===== src/rtl/irc_pkg.sv =====
package irc_pkg;

  localparam int PH_W = 4;

  typedef struct packed {
    logic [PH_W-1:0] per;
    logic [PH_W-1:0] hi;
    logic            modulated;
  } carrier_cfg_t;

  function automatic carrier_cfg_t decode_sel(input logic [2:0] code);
    carrier_cfg_t c;
    c.modulated = 1'b1;
    unique case (code)
      3'd0: begin c.per = 4'd12; c.hi = 4'd6; end
      3'd1: begin c.per = 4'd12; c.hi = 4'd4; end
      3'd2: begin c.per = 4'd12; c.hi = 4'd3; end
      3'd3: begin c.per = 4'd8;  c.hi = 4'd4; end
      3'd4: begin c.per = 4'd8;  c.hi = 4'd2; end
      3'd5: begin c.per = 4'd11; c.hi = 4'd4; end
      default: begin c.per = 4'd1; c.hi = 4'd1; c.modulated = 1'b0; end
    endcase
    return c;
  endfunction

endpackage


===== src/rtl/carrier_select.sv =====
module carrier_select
  import irc_pkg::*;
#(
  parameter int SEL_W = 3
) (
  input  logic             clk,
  input  logic             rst,
  input  logic             load,
  input  logic [SEL_W-1:0] val,
  input  logic             upd,
  output logic [SEL_W-1:0] sel_act,
  output carrier_cfg_t     cfg
);

  logic [SEL_W-1:0] sel_pend;

  always_ff @(posedge clk) begin
    if (rst) begin
      sel_pend <= '0;
      sel_act  <= '0;
    end else begin
      if (load) sel_pend <= val;
      if (upd)  sel_act  <= sel_pend;
    end
  end

  assign cfg = decode_sel(sel_act[2:0]);

endmodule


===== src/rtl/carrier_phase.sv =====
module carrier_phase
  import irc_pkg::*;
(
  input  logic            clk,
  input  logic            rst,
  input  logic            run,
  input  carrier_cfg_t    cfg,
  output logic [PH_W-1:0] phase,
  output logic            wrap
);

  assign wrap = !run || (phase == cfg.per - 4'd1);

  always_ff @(posedge clk) begin
    if (rst)       phase <= '0;
    else if (wrap) phase <= '0;
    else           phase <= phase + 4'd1;
  end

  p_phase_range_r8: assert property (@(posedge clk) disable iff (rst)
    phase < cfg.per)
    else $error("phase outside active period");

endmodule


===== src/rtl/ir_carrier_gen.sv =====
module ir_carrier_gen
  import irc_pkg::*;
#(
  parameter int SEL_W    = 3,
  parameter int WR_W     = 4,
  parameter int DATA_POS = 3
) (
  input  logic             clk,
  input  logic             rst,
  input  logic             sel_load,
  input  logic [SEL_W-1:0] sel_val,
  input  logic             dat_wr,
  input  logic [WR_W-1:0]  dat_val,
  input  logic             stop,
  output logic             pin_out,
  output logic             pin_oe
);

  logic             data_q;
  logic [PH_W-1:0]  phase;
  logic             wrap;
  logic [SEL_W-1:0] sel_act;
  carrier_cfg_t     cfg;
  logic             carrier;

  carrier_select #(.SEL_W(SEL_W)) u_sel (
    .clk(clk), .rst(rst), .load(sel_load), .val(sel_val),
    .upd(wrap), .sel_act(sel_act), .cfg(cfg)
  );

  carrier_phase u_ph (
    .clk(clk), .rst(rst), .run(data_q), .cfg(cfg),
    .phase(phase), .wrap(wrap)
  );

  always_ff @(posedge clk) begin
    if (rst)         data_q <= 1'b0;
    else if (dat_wr) data_q <= dat_val[DATA_POS];
  end

  assign carrier = !cfg.modulated || (phase < cfg.hi);

  always_ff @(posedge clk) begin
    if (rst) begin
      pin_out <= 1'b0;
      pin_oe  <= 1'b0;
    end else begin
      pin_out <= data_q && carrier;
      pin_oe  <= !stop;
    end
  end

  p_idle_low_r7: assert property (@(posedge clk) disable iff (rst)
    !data_q |=> !pin_out)
    else $error("pin driven while data bit clear");

  p_rise_restart_r8: assert property (@(posedge clk) disable iff (rst)
    $rose(data_q) |-> (phase == '0))
    else $error("phase not restarted on data rise");

  p_sel_boundary_r9: assert property (@(posedge clk) disable iff (rst)
    !$stable(sel_act) |-> $past(!data_q || (phase == cfg.per - 4'd1)))
    else $error("select changed inside a period");

  p_stop_oe_r10: assert property (@(posedge clk) disable iff (rst)
    stop |=> !pin_oe)
    else $error("enable not released in stop");

endmodule


===== config.mk =====
export PLATFORM = sky130hd
export DESIGN_NAME = ir_carrier_gen
export DESIGN_NICKNAME = d
export VERILOG_FILES = /design/src/rtl/irc_pkg.sv /design/src/rtl/carrier_select.sv /design/src/rtl/carrier_phase.sv /design/src/rtl/ir_carrier_gen.sv
export SDC_FILE = /design/constraint.sdc
export NUM_CORES = 1
export LEC_CHECK = 0
export ABC_AREA = 1
export BUFFER_PORTS_ARGS = -buffer_cell sky130_fd_sc_hd__buf_2
export CORE_UTILIZATION = 30
export CTS_BUF_LIST = sky130_fd_sc_hd__clkbuf_2
export CTS_CLUSTER_DIAMETER = 50
export DETAILED_ROUTE_END_ITERATION = 8
export SLEW_MARGIN = 20
export SYNTH_ARGS = -nofsm -noshare
export SYNTH_HDL_FRONTEND = slang
export SYNTH_SLANG_ARGS = --single-unit

===== constraint.sdc =====
create_clock -name clk -period 2.15 [get_ports clk]
set_clock_uncertainty 0.05 [all_clocks]
set_input_delay 0.1075 -clock clk [delete_from_list [all_inputs] [get_ports clk]]
set_output_delay 0.1075 -clock clk [all_outputs]
set_load 0.03 [all_outputs]

### Word-level counts from Yosys, hierarchy flattened

Cells that the tools add are included.
Widths: inputs -> output; s select.

| word-level totals | value |
|---|---|
| latch bits | 0 |
| logic and storage cells | 26 |
| register bits after elaboration | 13 |
| input port bits | 12 |
| memories kept | 0 |
| bits in writable memories | 0 |
| memory bits (read-only) | 0 |
| output and inout port bits | 2 |

| operators by class | value |
|---|---|
| order comparisons | 1 |
| muxes and demuxes | 2 |
| shift operators | 0 |
| reductions and logical operators | 9 |
| multipliers | 0 |
| $add $sub $neg | 2 |
| div/mod/pow operators | 0 |
| equality and inequality tests | 6 |
| bitwise logic cells | 0 |

Operators with widths:

| cell | number |
|---|---|
| $pmux 8 s6 | 1 |
| $eq 3x2->1 const B | 2 |
| $eq 3x3->1 const B | 2 |
| $reduce_or 6->1 | 1 |
| $add 4x1->4 const B | 1 |
| $eq 4x4->1 | 1 |
| $lt 4x4->1 | 1 |
| $sub 4x1->4 const B | 1 |
| $eq 3x1->1 const B | 1 |
| $logic_not 1->1 | 3 |
| $logic_not 3->1 | 1 |
| $logic_or 1x1->1 | 2 |
| $reduce_or 2->1 | 1 |
| $logic_and 1x1->1 | 1 |
| $mux 1 | 1 |

### Longest topological paths before layout

Gate-level depths: netlist of the first run.

| logic depth | value |
|---|---|
| depth after elaboration | 6 |
| mapped depth | 10 |
| depth with buffers taken out | 10 |

### Cells and area by module

Synthesis of the first run repeated with hierarchy kept, for this count alone.

| second synthesis, totals | value |
|---|---|
| cells, all modules | 131 |
| area total of the unflattened synthesis | 794.5 µm² |

Modules (own cells, without submodules):

| module | instances | seq. area each (µm²) | cells each | area each (µm²) |
|---|---|---|---|---|
| carrier_phase | 1 | 80.1 | 54 | 309.0 |
| carrier_select | 1 | 120.1 | 51 | 304.0 |
| ir_carrier_gen | 1 | 60.1 | 26 | 181.4 |

### Worst setup path after synthesis of the first run

No wires, ideal clock.

| timing | value |
|---|---|
| path kind | flip-flop to flip-flop |
| start point | register u_sel.sel_act[1] |
| end point | register pin_out |
| slack | 0.923 ns |
| cell stages (with the launch flop) | 9 |
| setup time | 0.070 ns |
| path buffers | 0 |
| arrival time | 1.107 ns |
| period minus slack after synthesis | 1.227 ns |
| data required time | 2.030 ns |
| cells stage by stage | dfxtp_1 nand2_1 nand2_1 ha_1 o21ai_1 inv_1 o21ai_1 nand2_1 a21oi_1 |

| between the ends | value |
|---|---|
| cells in the longest elaborated chain, start to end | 6 |
| elaborated cells between the ends (all ways) | 13 |
| classes of those cells | order compare (1); eq/ne (5); mux (2); reduce/logical (5) |

Ends and longest elaborated chain:

| element | RTL line | RTL |
|---|---|---|
| start, declared | carrier_select.sv:11 | `output logic [SEL_W-1:0] sel_act,` |
| start signal, assigned | carrier_select.sv:23 | `if (upd) sel_act <= sel_pend;` |
| branches (longest 4 deep; another with $lt 4x4->1) | - |  |
| $logic_or 1x1->1 (*) | ir_carrier_gen.sv:41 | `assign carrier = !cfg.modulated \|\| (phase < cfg.hi);` |
| $logic_and 1x1->1 (*) | ir_carrier_gen.sv:48 | `pin_out <= data_q && carrier;` |
| end signal, assigned | ir_carrier_gen.sv:48 |  |
| end, declared | ir_carrier_gen.sv:15 | `output logic pin_out,` |

Every way passes the cells marked *.
A chain may end at the register's enable or synchronous reset.

==> run metrics, run 1 <==
layout cells sized above 1 21.1%; Overall Power ~0.47 mW; MaxCap Viol Count 0; final net count between 100 and 150; fin crit period ~1.4 ns; row cnt 16; Syn Inst Count 90; synth warn 0; ANT nets after route 0; Final Max Slew Viols 0; actual slew at the worst max-slew pin 0.285 ns; Hold Crit Class primary input to flip-flop; Initial Util between 30% and 40%; area of placed instances around 730 um^2; Clock Path Buffers 2; Die W between 40 and 50 um; routed wire length between 1000 and 1500 um; Worst setup EP type flip-flop; Area contributors post-synth dfxtp_1 40%, nand2_1 13%, nor2_1 6.9%; critical path class flip-flop to flip-flop; post-route cell area around 800 um^2; outcome completed; pin count of the biggest net entering global routing 10; core area 0.00200 mm^2; First-pass DRT Iterations 4; # fillers 209; Vias/cell around 4.3; DRT iter0 DRCs 8; antenna violations before repair 0; mapped cell area between 600 and 700 um^2; drc violations 0; WL per Instance 8.34 um; setup bufs post-CTS 0; grt ovf 0; number of global-route vias before repair between 500 and 600; leakage dissipation roughly 0.39 nW; Pwr Density roughly 570 mW/mm^2; VDD IR-drop max ~0.0003 V; All-Layer GR Usage 11.7%; die footprint between 0.002 and 0.0025 mm^2; Setup Viol. Count Final 0; cts bufs inserted 3; maximum clock rate a little over 700 MHz; FF+latch count, synth 13; Synth Area per Inst 7.24 um^2; clk root buf clkbuf_2; Fin. Hold Viols 0; Post-DP HPWL ~840 um; H-tree level count 1; Die Span Y 48.6 um; post-route insts no fill 136; Yosys top cell by area dfxtp_1; Ports 14; Tcrit/Tclk final roughly two thirds; CP Max Fanout 9; first-pass GRT wire length between 2000 and 2500 um; Crit path required time approximately 2.3 ns; RSZ-0062 raised after global routing false; I/O Buffers 10; via count 587; setup_tns 0 ns; Reg clk slew, reported paths 0.12 ns; CTS tree done; part of the Yosys area used for sequential elements 39.9%; antenna cells 0; # clock sinks 13; normalized max-slew margin 81.0%; Worst EP arrival 1.59 ns; Synth top area share roughly two fifths; cell count after placement 126; Synth Net Count 105; worst-skew pair later-pin latency 0.27 ns; Cell variety after synth 18; CP Launch Type flip-flop; GP Congestion between 0.7 and 0.8; Syn-to-layout area delta 24.6%
-- per-stage QoR --
stage	hold slack, ns	util, %	setup slack [ns]
after CTS	0.0284	40.6	0.740
after detailed placement	0.218	36.6	0.772
after floorplan	0.124	-	0.923
after global placement	0.214	36.6	0.779
after global routing	0.0245	40.6	0.528
final	0.0413	40.6	0.730
-- cells in the final DEF, fill, tap and decap left out, types with 3 or more instances in the layout --
master and count:
inv_1 8, nor2_1 12, nand3_1 5, buf_2 10
o21ai_1 3, nor3_2 4, dfxtp_1 13, o21ai_0 4
clkbuf_2 4, a21oi_1 5, ha_1 3, dlygate4sd3_1 6
nand2_1 22
-- worst max-delay path, cell delays in order (launching register included) --
cell           delay, ns
dfxtp_1             0.50
o21ai_0             0.14
a21oi_1             0.12
dlygate4sd3_1       0.56
-- registers in the layout (all words and copies together), names as in the netlist --
name            flops
u_sel.sel_act       3
data_q              1
u_ph.phase          4
pin_out             1
pin_oe              1
u_sel.sel_pend      3
-- final timing paths --
kind,startpoint,slack (ns),cells after the start,end
setup / recovery,data_q$_SDFFE_PP0P_,0.73,3,data_q$_SDFFE_PP0P_
hold / removal,rst,0.04,2,pin_oe$_SDFF_PP0_
setup reg to reg,data_q$_SDFFE_PP0P_,0.73,3,data_q$_SDFFE_PP0P_
hold reg to reg,u_sel.sel_pend[0]$_SDFFE_PP0P_,0.45,2,u_sel.sel_act[0]$_SDFFE_PP0P_
-- cell families after synthesis --
kind of cell / after synthesis / share of synthesized area (%)
adders and majority gates: 3 / 5.76
buffers and inverters: 11 / 6.33
and+or+nand+nor: 47 / 33.6
DFF: 13 / 39.9
xor gates and xnor gates: 3 / 4.03
AOI/OAI and AO/OA: 13 / 10.4
-- Yosys cell counts --
cell type,number
inv_1,8
a21oi_1,5
xor2_1,2
xnor2_1,1
nand3b_1,1
dfxtp_1,13
nor2_2,1
nor3_2,4
nand3_1,5
nor2_1,12
ha_1,3
o21ai_0,4
inv_2,2
o21ai_1,3
o211ai_1,1
nand2_2,2
nand2_1,22
clkbuf_1,1
-- repair_timing --
action                                 CTS  global route
resized for setup                        0             0
endpoints found under the hold margin    5             0
hold buffers                             6             0
-- power by group --
group | switching, mW | internal [mW] | total, mW
clock network | 0.0777 | 0.0493 | 0.127
logic | 0.0392 | 0.0342 | 0.0734
registers | 0.0124 | 0.253 | 0.266
-- layer usage --
layer | vias up | global-route usage (%) | part of all wire [%]
li1 | 325 | - | -
met1 | 244 | 14.1 | 48
met2 | 13 | 18.5 | 45
met3 | 5 | 1.89 | 3.5
met4 | 0 | 8.82 | 3.2
met5 | - | 0 | 0
-- area by class of cell --
type	instances	area (um^2)	area share, %
Clock buffer	4	20.0	2.47
Inverter	10	37.5	4.62
Multi-Input combinational cell	66	350	43.1
Sequential cell	13	260	32.0
Tap cell	27	33.8	4.16
Timing Repair Buffer	16	110	13.6
(Power assumes the default switching activity.)
==> inputs of run 2 (changes only) <==
==> constraint.sdc (replaced) <==
create_clock -name clk -period 1.25 [get_ports clk]
set_clock_uncertainty 0.05 [all_clocks]
set_input_delay 0.0625 -clock clk [delete_from_list [all_inputs] [get_ports clk]]
set_output_delay 0.0625 -clock clk [all_outputs]
set_load 0.03 [all_outputs]
==> run 2 against run 1 <==
Against the previous run:
- the run now ends with negative setup slack left
- cell count up 6.6%
- fmax increased by 1.7%
- global-route usage grew 1.8 points
- clock power grew 70%
- worst hold slack worse by 0.017 ns
- largest power group unchanged
==> run metrics, run 2 (synthesized netlist as in run 1, its figures left out) <==
outcome finished with violations; failing checks negative setup slack; Flop pwr share roughly 55%; VDD IR-drop max 0.000492 V; Final Util between 40% and 50%; Overall Power 0.849 mW; actual slew at the worst max-slew pin roughly 0.34 ns; CP Max Fanout 7; antenna violations before repair 0; RSZ-0062 raised after global routing true; hold endpoint u_sel.sel_pend[2]$_SDFFE_PP0P_; antenna cells 0; Vias/cell 4.54; Final Worst Setup Slack -0.147 ns; number of global-route vias before repair just over 600; final net count 134; Most flops, register u_ph.phase; Post-DP HPWL about 990 um; Syn-to-layout area delta 45.1%; H-tree level count 1; row cnt 16; Die W just under 50 um; core area ~0.002 mm^2; Tcrit/Tclk final 112%; Hold Crit Class primary input to flip-flop; crit path cell chain buf_6 -> o211ai_1 -> nand2_1 -> nor2_2 -> nand2_4 -> a21oi_2 -> nor2_1; Combinational Power Share 20.1%; Ports 14; CP peak stage delay between 0.3 and 0.4 ns; Die Span Y 48.6 um; path depth of the worst reg2reg path 7; Largest regs u_ph.phase x4, u_sel.sel_act x3, u_sel.sel_pend x3; die footprint around 0.0024 mm^2; Clock Path Buffers 2; WL per Instance roughly 10 um; Reg clk slew, reported paths between 0.1 and 0.15 ns; cell family with most CP delay simple AND/OR/NAND/NOR gates; pin count of the biggest net entering global routing 10; Pwr Density roughly 900 mW/mm^2; worst-skew pair later-pin latency ~0.26 ns; fin crit period roughly 1.4 ns; Worst EP arrival about 1.5 ns; layout cells sized above 1 35.6%; RR Startpoint u_sel.sel_act[1]$_SDFFE_PP0P_; most frequent cells in the layout 19 x nand2_1, 11 x nor2_1, 10 x dfxtp_1, 10 x buf_2, 8 x inv_1; cts bufs inserted 3; hold depth 3; GP Congestion 0.749; Clk pwr share between 20% and 30%; DRT iter0 DRCs 11; Psw about 0.24 mW; CP max stage cell dfxtp_4; Final Max Slew Viols 0; Crit path required time roughly 1.4 ns; most common cell after layout, fill and taps aside nand2_1; reg2reg setup slack -0.15 ns; All-Layer GR Usage between 10% and 20%; I/O Buffers 10; Setup Viol. Count Final 8; clk root buf clkbuf_2; Fin. Hold Viols 0; Initial Util 32.6%; # clock sinks 13; cell count after placement ~130; switching share of power about 29%; grt ovf 0; via count roughly 660; maximum clock rate approximately 700 MHz; WP buf/inv 1; post-route insts no fill approximately 150; FF-to-FF End u_sel.sel_act[0]$_SDFFE_PP0P_; leakage dissipation 0.459 nW; CP Launch Type flip-flop; normalized max-slew margin 77.3%; CTS tree done; drc violations 0; max reg flops 4; ANT nets after route 0; critical path class flip-flop to flip-flop; First-pass DRT Iterations 4; routed wire length between 1000 and 1500 um; P_int between 0.6 and 0.7 mW; first-pass GRT wire length roughly 2500 um; Hold Path Origin sel_load; MaxCap Viol Count 0; Worst setup EP type flip-flop
-- run 2: cell types whose count changed in the layout (fill, tap and decap cells not counted), moves of 2 or more --
cell,change
nand2_1,-3
dfxtp_4,+2
a21oi_2,+2
nand2_4,+3
a21oi_1,-2
buf_4,+7
dfxtp_1,-3
-- run 2: layout make-up --
type	count	area, um^2
Fill cell	197	1060
Multi-Input combinational cell	66	399
Sequential cell	13	269
Timing Repair Buffer	25	184
Inverter	10	40.0
Tap cell	27	33.8
Clock buffer	4	20.0
-- run 2: power groups by stage --
stage | Sequential, mW | Clock [mW] | Combinational (mW)
5_1_grt | 0.466 | 0.251 | 0.189
4_1_cts | 0.461 | 0.225 | 0.164
6_report | 0.463 | 0.216 | 0.171
3_3_place_gp | 0.464 | 0 | 0.131
3_5_place_dp | 0.464 | 0 | 0.134
2_1_floorplan | 0.466 | 0 | 0.0788
-- run 2: tightest hold or removal path, delay by kind of cell --
kind,cells,cell delay (ns)
buf+inv,1,0.10
simple gates,1,0.07
compound gates,1,0.07
-- run 2: metrics by stage --
stage	hold WS (ns)	setup slack, ns	setup TNS [ns]	cell area (um^2)
finish	0.0242	-0.147	-0.987	946
global route	0.0463	-0.227	-1.61	946
CTS	0.000211	-0.0722	-0.509	927
detailed placement	0.179	-0.103	-0.750	785
global placement	0.171	-0.0946	-0.545	785
floorplan	0.0792	0.0230	0	652
-- run 2: per-layer routing --
layer  global-route usage (%)  vias to the layer above  share of wire (%)
met1                     16.1                      301                 45
met5                        0                        -                  0
met4                     5.88                        0                1.1
li1                         -                      341                  -
met3                     2.83                        4                3.0
met2                     23.1                       13                 51
-- run 2: worst max-delay path by stage --
stage / start / end / slack (ns) / cells after the start
after floorplan: u_sel.sel_act[1]$_SDFFE_PP0P_ / pin_out$_SDFF_PP0_ / 0.02 / 8
after global placement: u_sel.sel_act[1]$_SDFFE_PP0P_ / pin_out$_SDFF_PP0_ / -0.09 / 8
after detailed placement: u_sel.sel_act[2]$_SDFFE_PP0P_ / u_sel.sel_act[2]$_SDFFE_PP0P_ / -0.10 / 9
after CTS: u_sel.sel_act[2]$_SDFFE_PP0P_ / u_ph.phase[1]$_SDFF_PP0_ / -0.07 / 9
after global routing: u_sel.sel_act[1]$_SDFFE_PP0P_ / u_sel.sel_act[0]$_SDFFE_PP0P_ / -0.23 / 8
final: u_sel.sel_act[1]$_SDFFE_PP0P_ / u_sel.sel_act[0]$_SDFFE_PP0P_ / -0.15 / 7
-- run 2: repair_timing --
action	in CTS	in global routing
setup endpoints to repair	8	8
buffers inserted	1	0
endpoints found under the hold margin	5	4
pin swaps	5	0
hold buffers	6	1
cloned	0	0
resized for setup	16	2
==> inputs of run 3 (changes only) <==
--- a/config.mk
+++ b/config.mk
@@ -5,7 +5,6 @@
 export SDC_FILE = /design/constraint.sdc
 export NUM_CORES = 1
 export LEC_CHECK = 0
-export ABC_AREA = 1
 export BUFFER_PORTS_ARGS = -buffer_cell sky130_fd_sc_hd__buf_2
 export CORE_UTILIZATION = 30
 export CTS_BUF_LIST = sky130_fd_sc_hd__clkbuf_2
==> run 3 against run 2 <==
Against the previous run:
- the run still ends with negative setup slack left
- non-clock buffer count up 2
- clock power grew 5%
- flip-flop and latch count unchanged
- combinational power fell by 33%
- critical endpoint is now u_ph.phase[0]$_SDFF_PP0_
- wire length decreased by 7.2%
- cell area down 0.66%
- count of clock-buffer cells in the layout is 1 lower
- sequential power fell by 4%
- largest cell class unchanged
- critical path type unchanged
==> run metrics, run 3 <==
Die Span Y between 50 and 60 um; # fillers 220; pre-CTS WS -0.246 ns; Synth Area in XOR/XNOR between 2 and 3%; actual slew at the worst max-slew pin around 0.22 ns; Combinational Power Share between 10 and 15%; failing checks negative setup slack; Synth Net Count slightly above 90; Cell variety after synth 29; Synth top area share a little under two fifths; Multi-input gate area about 400 um^2; GP Congestion 0.817; normalized max-slew margin between 80% and 90%; die footprint approximately 0.0025 mm^2; drc violations 0; hold depth 2; antenna cells 0; most frequent cells in the layout 11 x nor2_1, 11 x buf_4, 10 x buf_2; dominant synthesized flop cell dfxtp_1; Post-Synth Simple-Gate Area a little over a fifth; cts bufs inserted 3; Final Max Slew Viols 0; hold endpoint pin_oe$_SDFF_PP0_; Flop pwr share a little under three fifths; Worst setup EP type flip-flop; worst-skew pair later-pin latency 0.28 ns; switching share of power between 20% and 30%; compound-cell area share of the yosys netlist 15.3%; number of global-route vias before repair ~610; Post-DP HPWL between 1000 and 1500 um; maximum clock rate between 700 and 800 MHz; Async SR Flop Fraction 0%; layout cells sized above 1 between 30% and 40%; Syn-to-layout area delta 35.1%; mux share of post-synthesis cell area a little under an eighth; reg2reg setup slack -0.18 ns; Pwr Density about 840 mW/mm^2; P_int between 0.5 and 0.6 mW; synth warn 0; core area ~0.0022 mm^2; area share of fa/ha/maj cells after synthesis 5.40%; row cnt 17; Min Hold Slack 0.0261 ns; CP Launch Type flip-flop; most frequent cell after synthesis dfxtp_1; Hold Path Origin rst; Largest regs u_ph.phase x4, u_sel.sel_act x3, u_sel.sel_pend x3; FF-to-FF End u_ph.phase[0]$_SDFF_PP0_; CP max stage cell dfxtp_4; setup bufs post-CTS 0; Worst EP arrival 1.60 ns; WL per Instance around 11 um; Initial Util roughly a third; Reg clk slew, reported paths 0.14 ns; Synth Area per Inst ~9.2 um^2; fin crit period approximately 1.4 ns; met3 GRT Util 6.36%; WP buf/inv 0; H-tree level count 1; MaxCap Viol Count 0; DRT iter0 DRCs 5; Vias/cell ~4.7; RSZ-0062 raised after global routing true; crit path cell chain and4b_1 -> a21oi_2 -> o221ai_2 -> a211o_2 -> nor2_1; Sequential Area 273 um^2; grt ovf 0; RR Startpoint u_sel.sel_act[2]$_SDFFE_PP0P_; via count ~610; mapped cell area 696 um^2; Crit path required time about 1.4 ns; GR Layer Usage met2 between 20% and 30%; outcome finished with violations; cell family with most CP delay compound AO/OA/AOI/OAI gates; Clock Path Buffers 2; Final Worst Setup Slack -0.176 ns; Fin. Hold Viols 0; antenna violations before repair 0; Psw between 0.2 and 0.25 mW; Area contributors post-synth dfxtp_1 37%, mux2i_1 12%, nor2_1 5.9%; All-Layer GR Usage 13.3%; Post-synth EDFFs 0; Most flops, register u_ph.phase; Yosys top cell by area dfxtp_1; combinational family with the most area after synthesis simple AND/OR/NAND/NOR gates; I/O Buffers 10; GR peak layer met2; part of the Yosys area used for sequential elements ~37%; pin count of the biggest net entering global routing 14; first-pass GRT wire length between 2000 and 2500 um; CTS tree done; Hold Crit Class primary input to flip-flop; VDD IR-drop max 0.000444 V; critical path class flip-flop to flip-flop; path depth of the worst reg2reg path 5; leakage dissipation roughly 0.40 nW; Clk pwr share between 20 and 30%; Ports 14; Tcrit/Tclk final 114%; FF+latch count, synth 13; CP peak stage delay roughly 0.41 ns; final net count approximately 120; # clock sinks 13; Setup Viol. Count Final 8; clk root buf clkbuf_2; max reg flops 4; First-pass DRT Iterations 4; Post-synth top cells 13 x dfxtp_1, 11 x nor2_1, 8 x mux2i_1; Die W approximately 50 um; Syn Inst Count 76; CP Max Fanout 7; routed wire length 1390 um; ANT nets after route 0; met1 GRT Util 14.3%
[run 3: through the flow]
stage                     utilization (%)  total power, mW  TNS, ns  cell area, um^2  instances
after global routing                 42.9            0.828    -2.04              940        131
after detailed placement             38.3            0.555    -1.71              840        121
after global placement               38.3            0.552    -1.40              840        121
after CTS                            42.7            0.806    -1.45              935        131
final                                42.9            0.785    -1.29              940        131
after floorplan                         -            0.520   -0.872              709         76
[run 3: per-layer routing]
layer	vias to the layer above	part of all wire, %
li1	318	-
met1	277	44
met2	18	51
met3	0	5.0
met4	0	0
met5	-	0
[run 3: worst max-delay path by stage]
stage | slack [ns] | endpoint | start | depth (start not counted)
6_report | -0.18 | u_ph.phase[0]$_SDFF_PP0_ | u_sel.sel_act[2]$_SDFFE_PP0P_ | 5
5_1_grt | -0.28 | u_sel.sel_act[1]$_SDFFE_PP0P_ | u_sel.sel_act[2]$_SDFFE_PP0P_ | 5
4_1_cts | -0.20 | u_sel.sel_act[1]$_SDFFE_PP0P_ | u_sel.sel_act[2]$_SDFFE_PP0P_ | 5
3_5_place_dp | -0.25 | pin_out$_SDFF_PP0_ | u_sel.sel_act[1]$_SDFFE_PP0P_ | 7
3_3_place_gp | -0.21 | pin_out$_SDFF_PP0_ | u_sel.sel_act[0]$_SDFFE_PP0P_ | 7
2_1_floorplan | -0.12 | u_sel.sel_act[2]$_SDFFE_PP0P_ | u_sel.sel_act[2]$_SDFFE_PP0P_ | 6
[run 3: layout make-up]
class / instances / share of cell area [%]
Multi-Input combinational cell: 54 / 42.6
Inverter: 5 / 2.00
Clock inverter: 1 / 0.533
Tap cell: 28 / 3.73
Timing Repair Buffer: 27 / 20.5
Sequential cell: 13 / 29.0
Clock buffer: 3 / 1.60
[run 3: kinds of logic after synthesis]
kind of cell / after synthesis
compound gates: 13
xor+xnor: 2
fa+ha+maj: 3
buf+inv: 9
flops: 13
mux: 8
simple gates: 28
[run 3: what timing repair did]
item	in CTS	in global routing
endpoints found under the setup margin	8	8
gates cloned	0	0
pin swaps	5	1
resized for setup	6	2
hold buffers	6	0
hold endpoints to repair	5	0
[run 3: power groups by stage]
| stage | Clock (mW) | Combinational (mW) | Sequential, mW |
|---|---|---|---|
| floorplan | 0 | 0.0661 | 0.454 |
| global placement | 0 | 0.0963 | 0.456 |
| detailed placement | 0 | 0.0988 | 0.456 |
| CTS | 0.243 | 0.116 | 0.447 |
| global route | 0.253 | 0.127 | 0.448 |
| finish | 0.227 | 0.115 | 0.444 |
